<file path="src/rtl/adc_fmt_pkg.sv">
package adc_fmt_pkg;

  localparam int SEL_W = 2;

  typedef enum logic [SEL_W-1:0] {
    RES_NARROW = 2'b00,
    RES_MID    = 2'b01,
    RES_WIDE   = 2'b10,
    RES_SPARE  = 2'b11
  } res_sel_e;

  // Width of resolution variant idx when the widest variant is raw_w bits
  function automatic int variant_width(int idx, int num_res, int raw_w, int step);
    return raw_w - step * (num_res - 1 - idx);
  endfunction

endpackage

</file>
<file path="src/rtl/adc_fmt_res_decode.sv">
module adc_fmt_res_decode
  import adc_fmt_pkg::*;
#(
  parameter int NUM_RES = 3
) (
  input  logic [SEL_W-1:0]   res_sel,
  output logic [NUM_RES-1:0] sel_oh
);

  // Codes beyond the last variant fold onto the widest one
  always_comb begin
    sel_oh = '0;
    for (int i = 0; i < NUM_RES; i++) begin
      if (int'(res_sel) == i) sel_oh[i] = 1'b1;
    end
    if (int'(res_sel) >= NUM_RES) sel_oh[NUM_RES-1] = 1'b1;
  end

endmodule

</file>
<file path="src/rtl/adc_fmt_shaper.sv">
module adc_fmt_shaper
  import adc_fmt_pkg::*;
#(
  parameter int RAW_W    = 12,
  parameter int OUT_W    = 16,
  parameter int NUM_RES  = 3,
  parameter int RES_STEP = 2
) (
  input  logic [RAW_W-1:0]   raw_code,
  input  logic [NUM_RES-1:0] sel_oh,
  input  logic               diff_mode,
  input  logic               fmt_lj,
  output logic [OUT_W-1:0]   shaped
);

  logic [OUT_W-1:0] cand_rj [NUM_RES];
  logic [OUT_W-1:0] cand_lj [NUM_RES];

  for (genvar g = 0; g < NUM_RES; g++) begin : g_res
    localparam int W   = variant_width(g, NUM_RES, RAW_W, RES_STEP);
    localparam int PAD = OUT_W - W;
    localparam logic [W-1:0] HALF = {1'b1, {(W-1){1'b0}}};

    logic [W-1:0] code;
    logic [W-1:0] twos;
    logic [W-1:0] rebased;
    logic [W-1:0] unsigned_code;

    assign code    = raw_code[W-1:0];
    // signed view of the offset-binary code
    assign twos    = {~code[W-1], code[W-2:0]};
    // differential path: return to unsigned by adding half scale
    assign rebased = twos + HALF;
    assign unsigned_code = diff_mode ? rebased : code;

    assign cand_rj[g] = {{PAD{1'b0}}, unsigned_code};
    assign cand_lj[g] = {twos, {PAD{1'b0}}};
  end

  always_comb begin
    shaped = '0;
    for (int i = 0; i < NUM_RES; i++) begin
      if (sel_oh[i]) shaped = shaped | (fmt_lj ? cand_lj[i] : cand_rj[i]);
    end
  end

endmodule

</file>
<file path="src/rtl/adc_result_fmt.sv">
module adc_result_fmt
  import adc_fmt_pkg::*;
#(
  parameter int RAW_W    = 12,
  parameter int OUT_W    = 16,
  parameter int NUM_RES  = 3,
  parameter int RES_STEP = 2
) (
  input  logic             clk,
  input  logic             rst_n,
  input  logic             wr_en,
  input  logic [RAW_W-1:0] raw_code,
  input  logic [SEL_W-1:0] res_sel,
  input  logic             diff_mode,
  input  logic             fmt_lj,
  output logic [OUT_W-1:0] result
);

  logic [NUM_RES-1:0] sel_oh;
  logic [OUT_W-1:0]   shaped;
  logic [OUT_W-1:0]   result_d;
  logic [OUT_W-1:0]   result_q;

  adc_fmt_res_decode #(
    .NUM_RES (NUM_RES)
  ) u_decode (
    .res_sel (res_sel),
    .sel_oh  (sel_oh)
  );

  adc_fmt_shaper #(
    .RAW_W    (RAW_W),
    .OUT_W    (OUT_W),
    .NUM_RES  (NUM_RES),
    .RES_STEP (RES_STEP)
  ) u_shaper (
    .raw_code  (raw_code),
    .sel_oh    (sel_oh),
    .diff_mode (diff_mode),
    .fmt_lj    (fmt_lj),
    .shaped    (shaped)
  );

  always_comb begin
    result_d = result_q;
    if (wr_en) result_d = shaped;
  end

  always_ff @(posedge clk or negedge rst_n) begin
    if (!rst_n) result_q <= '0;
    else        result_q <= result_d;
  end

  assign result = result_q;

endmodule

</file>
<file path="config.mk">
export PLATFORM = sky130hd
export DESIGN_NAME = adc_result_fmt
export DESIGN_NICKNAME = d
export VERILOG_FILES = /design/src/rtl/adc_fmt_pkg.sv /design/src/rtl/adc_fmt_res_decode.sv /design/src/rtl/adc_fmt_shaper.sv /design/src/rtl/adc_result_fmt.sv
export SDC_FILE = /design/constraint.sdc
export NUM_CORES = 1
export LEC_CHECK = 0
export ABC_CLOCK_PERIOD_IN_PS = 800
export BUFFER_PORTS_ARGS = -buffer_cell sky130_fd_sc_hd__clkbuf_2
export CORE_UTILIZATION = 40
export CTS_CLUSTER_SIZE = 25
export DETAILED_ROUTE_END_ITERATION = 10
export PLACE_DENSITY = 0.67
export SLEW_MARGIN = 10
export SYNTH_ARGS = -nofsm -noshare
export SYNTH_HDL_FRONTEND = slang
export SYNTH_SLANG_ARGS = --single-unit
</file>
<file path="constraint.sdc">
create_clock -name clk -period 0.8 [get_ports clk]
set_input_delay 0.16 -clock clk [delete_from_list [all_inputs] [get_ports clk]]
set_output_delay 0.16 -clock clk [all_outputs]
set_load 0.03 [all_outputs]
</file>
======== After elaboration in Yosys (flattened, before gate mapping) ========
Cells that the tools add are included.
storage, ports and cells
  bits in registers ....................... 16
  input bits .............................. 19
  output and inout port bits .............. 16
  logic and storage cells ................. 26
operators by class
  add/subtract/negate cells ............... 3
  $lt $le $gt $ge ......................... 1
  equality and inequality tests ........... 2
  muxes and demuxes ....................... 13
  bitwise operators ....................... 5
  reduce and logical (&&, ||, !) cells .... 1
operators with widths
  kind                                        count
  16-bit 2-to-1 mux                           6
  16-bit bitwise OR                           2
  12-bit adder, second input constant         1
  12-bit 2-to-1 mux                           1
  10-bit adder, second input constant         1
  10-bit 2-to-1 mux                           1
  8-bit adder, second input constant          1
  8-bit 2-to-1 mux                            1
  2-bit equality test, second input constant  2
  1-bit 2-to-1 mux                            4
  1-bit inverter                              3
  2-bit >= comparator, second input constant  1
  2-bit zero test                             1

======== Logic depth before layout (Yosys ltp) ========
  depth after elaboration ................. 9
  mapped depth ............................ 4
  mapped depth without buffers ............ 3

======== By module ========
A second synthesis with hierarchy kept.
unflattened totals
  cell total of the unflattened synthesis .. 83
  area, all modules ....................... 1001.0 um^2
by module, submodules not included
  module              times used  cells an instance  area an instance (um^2)  sequential area each (um^2)
  adc_result_fmt      1           34                 649.4                    400.4
  adc_fmt_shaper      1           46                 337.8                    0.0
  adc_fmt_res_decode  1           3                  13.8                     0.0

======== Worst setup path after synthesis ========
OpenSTA, ideal clock, no wires.
  path kind ............................... input port to flip-flop
  from .................................... in res_sel[0]
  to ...................................... reg result_q[15], in the netlist result[15]
  library setup time ...................... 0.082 ns
  arrival time ............................ 0.867 ns
  required time ........................... 0.718 ns
  setup slack ............................. -0.149 ns
  stages on the path ...................... 3
  path buffers ............................ 0
  cells stage by stage .................... mux2_1 -> mux2_2 -> a22oi_2
between the ends
  word-level cells in the longest chain between the ends .. 7
  elaborated cells between the ends (all ways) .. 13
  classes of those cells .................. 1 x order compare; 2 x eq/ne; 7 x mux; 2 x bitwise; 1 x reduce/logical
RTL lines
  element                RTL line                  source
  from (decl)            adc_result_fmt.sv:13      input logic [SEL_W-1:0] res_sel,
  2-bit zero test        adc_fmt_res_decode.sv:14  if (int'(res_sel) == i) sel_oh[i] = 1'b1;
  1-bit 2-to-1 mux       adc_fmt_res_decode.sv:14
  16-bit 2-to-1 mux      adc_fmt_shaper.sv:43      if (sel_oh[i]) shaped = shaped | (fmt_lj ? cand_lj[i] : cand_rj[i]);
  16-bit bitwise OR      adc_fmt_shaper.sv:43
  16-bit 2-to-1 mux      adc_fmt_shaper.sv:43
  16-bit bitwise OR      adc_fmt_shaper.sv:43
  16-bit 2-to-1 mux (*)  adc_fmt_shaper.sv:43
  to (signal assigned)   adc_result_fmt.sv:51      else result_q <= result_d;
  to (decl)              adc_result_fmt.sv:22      logic [OUT_W-1:0] result_q;
Mark *: on every way between the ends. The rest lies on a longest branch, timed or not.
A chain may end at the register's enable or synchronous reset.

======== Final worst setup path ========
  from .................................... reg result_q[8], in the netlist result[8]
  to ...................................... out result[8]
RTL lines
  element    RTL line              source
  to (decl)  adc_result_fmt.sv:16  output logic [OUT_W-1:0] result
No word-level cell between the ends.

==> run summary <==
=================================================================================
Initial Util .......................................................        42.2%
Biggest area contributors in the synthesized netlist ............... sky130_fd_sc_hd__dfrtp_1, sky130_fd_sc_hd__mux2_2, sky130_fd_sc_hd__nand3b_1, sky130_fd_sc_hd__inv_1, sky130_fd_sc_hd__nor2b_1
Vertical die dimension .............................................      50.3 µm
Fraction of synthesized cell area in xor and xnor cells ............           0%
Cell Area, Placed ..................................................     1270 µm²
Dominant combinational cell family by area after synthesis ......... compound AO/OA/AOI/OAI gates
Final hold violations ..............................................            0
Maximum operating frequency ........................................      979 MHz
Global-route wire length before repair .............................      3990 µm
Post-layout net count ..............................................          173
Max-Slew Margin vs Limit ...........................................        72.4%
Cell Chain, Critical Path ..........................................        buf_8
Total die area .....................................................     2530 µm²
Design internal power ..............................................      1.56 mW
Drt total wl .......................................................      2360 µm
Leading post-synthesis cells by instance count ..................... sky130_fd_sc_hd__dfrtp_1, sky130_fd_sc_hd__inv_1, sky130_fd_sc_hd__nand2_1, sky130_fd_sc_hd__mux2_2
Synthesized flop and latch total ...................................           16
Max Transition Viols Final .........................................            0
CP Launch Type .....................................................         flop
Finished Cell Area .................................................     1550 µm²
Initial antenna violation count ....................................            0
Fraction of layout instances using a drive strength above 1 ........        51.3%
Syn Area/Cell ......................................................     9.43 µm²
Post-DRT Antenna Nets ..............................................            0
Post-synthesis simple-gate area fraction ...........................        18.0%
Maximum level of the CTS H-tree ....................................            1
Critical-path cell with the highest stage delay .................... sky130_fd_sc_hd__dfrtp_2
Clock-pin transition on the worst setup and hold timing paths ......      0.09 ns
Number of clock sinks ..............................................           16
Post-placement setup slack .........................................    -0.289 ns
Total core area ....................................................     2210 µm²
Vias in the first global route .....................................          925
RSZ-0062 raised after global routing ...............................         true
Max Clock Skew .....................................................         0 ns
Diode insertion count for antenna repair ...........................            0
Number of max-cap violations .......................................            0
Async set-reset flop share out of synthesis ........................         100%
Iter 0 DRT Violations ..............................................           22
Clock power frac ...................................................        18.4%
Final routed DRC violation total ...................................            0
CP delay by family, top ............................................   flip-flops
Final cycle utilization of the critical path .......................         128%
Synth Flop Type .................................................... sky130_fd_sc_hd__dfrtp_1
Sequential area share after synthesis ..............................        42.9%
Compound-gate portion of the synthesized area ......................        19.2%
Sw Share ...........................................................        32.7%
Failing checks ..................................................... negative setup slack
Number of flip-flops under the largest register name ...............           16
GP Congestion ......................................................        0.804
Global-route total usage across every layer ........................        20.7%
Data required time at the worst endpoint ...........................      0.64 ns
Number of detailed-routing iterations run before antenna repair ....            4
Power density over the cells .......................................  1500 nW/µm²
TritonCTS clock tree ...............................................         done
Combinational Power Share ..........................................        39.7%
Setup CP Type ......................................................      reg2out
IO Count ...........................................................           35
Worst-margin pin slew ..............................................     0.414 ns
Adder and majority gate portion of the synthesized area ............           0%
Crit Path Max Fanout ...............................................            2
Area Overhead vs Synth .............................................        66.1%
Longest individual stage delay on the worst path ...................      0.44 ns
Sum of negative setup slack ........................................     -3.41 ns
Largest voltage drop on the vdd net ................................      1.40 mV
Cell at the root of the clock tree ................................. sky130_fd_sc_hd__clkbuf_4
Share of cell area taken by muxes after synthesis ..................        11.8%
Most used standard cell by instance count after synthesis .......... sky130_fd_sc_hd__dfrtp_1
Minimum clock period after layout ..................................      1.02 ns
Share of total power in sequential cells ...........................        41.8%
Hold Path Class ....................................................       in2reg
Average routed wire per standard cell ..............................      13.1 µm
Largest net degree at the start of global routing ..................           17
Post-Syn Area ......................................................      933 µm²
CP bufs+invs .......................................................            1
HPWL after detailed placement ......................................      1630 µm
Worst path arrival time ............................................      0.86 ns
LEAKAGE ............................................................     0.744 nW
Clock insertion delay at the later pin of the skew report ..........      0.28 ns
Number of buffers created by CTS ...................................            3
Portion of synthesized cell area occupied by the leading cell type .        42.9%
Switching Power ....................................................     0.758 mW
Yosys Warn Count ...................................................            0
Worst setup EP type ................................................  output port
Number of nets in the synthesized netlist ..........................          118
Number of enable flip-flop cells after synthesis ...................            0
Leading area contributor after synthesis ........................... sky130_fd_sc_hd__dfrtp_1
GRT Residual Overflow ..............................................            0
Final setup violation count ........................................           18
Horiz. Die Dim .....................................................      50.3 µm
Count of input and output buffers ..................................           33
Overall power ......................................................      2.32 mW
Number of vias per cell after detailed routing .....................         5.19
Status ............................................................. finished with violations
Cell row count .....................................................           17
Number of different library cells in the post-synthesis netlist ....           23
Cells after synthesis ..............................................           99
Maximum clock path buffer count ....................................            2
Least setup slack across all paths after layout ....................    -0.221 ns
Overall via count from detail_route ................................          935
=================================================================================
==> cells by family after synthesis <==
family	Yosys count
AND/OR/NAND/NOR	30
multiplexers	10
buffers and inverters	18
AO/OA/AOI/OAI	25
flip-flops	16
==> power groups by stage <==
| stage | Clock (mW) | Combinational (mW) | Sequential, mW |
|---|---|---|---|
| final | 0.427 | 0.921 | 0.970 |
| after detailed placement | 0 | 0.673 | 0.951 |
| after floorplan | 0 | 0.245 | 1.12 |
| after CTS | 0.440 | 0.836 | 0.945 |
| after global routing | 0.467 | 0.986 | 0.981 |
| after global placement | 0 | 0.667 | 0.947 |
==> through the flow <==
step                cells  hold slack, ns  utilization (%)
CTS                   177           0.160             66.6
global placement      170           0.105             57.5
finish                180           0.162             70.1
global route          180           0.166             70.1
floorplan              99          -0.136                -
detailed placement    170           0.113             57.5
==> cell type report <==
cell class | instances | area, µm²
fill | 165 | 662
timing repair buffer | 57 | 531
multi-input combinational | 65 | 518
sequential | 16 | 403
inverter | 11 | 41.3
tap | 28 | 35.0
clock buffer | 3 | 22.5
==> layer usage <==
layer  track usage, %  vias up  routed length [µm]
li1                 -      457                   -
met1             25.3      457                1090
met2             35.8       21                1170
met3             6.97        0                 101
met4             3.24        0                   0
met5                0        -                   0
==> repair_timing <==
item,in CTS,in global routing
hold buffers,1,0
cloned,0,0
endpoints found under the hold margin,16,0
endpoints found under the setup margin,16,22
pin swaps,0,1
buffers inserted,3,4
resized for setup,33,26
==> cell usage in the layout (no fill, tap or decap), drive strengths merged <==
master       netlist  final
inv               11     11
dfrtp             16     16
mux2               8      8
clkbuf             2     19
o32ai              3      3
nand3              4      4
nand2              8      8
a31oi              4      4
and2b              2      2
a211oi             3      3
a22oi              1      1
dlygate4sd3        0      1
nor2               2      2
nand2b             3      3
o21ai              6      6
buf                5     40
o211a              2      2
o22ai              4      4
nor2b              5      5
nand3b             6      6
mux2i              2      2
o221ai             2      2
==> final timing paths <==
kind,from,to,slack (ns),depth (start not counted)
max,result[8]$_DFFE_PN0P_,result[8],-0.22,1
min,raw_code[1],result[1]$_DFFE_PN0P_,0.16,3
max reg2reg,result[9]$_DFFE_PN0P_,result[9]$_DFFE_PN0P_,-0.10,3
min reg2reg,result[13]$_DFFE_PN0P_,result[13]$_DFFE_PN0P_,0.57,2
max in group asynchronous,rst_n,result[8]$_DFFE_PN0P_,0.15,2
min in group asynchronous,rst_n,result[4]$_DFFE_PN0P_,0.33,2
Note: power is estimated with default switching activity, not from simulation.
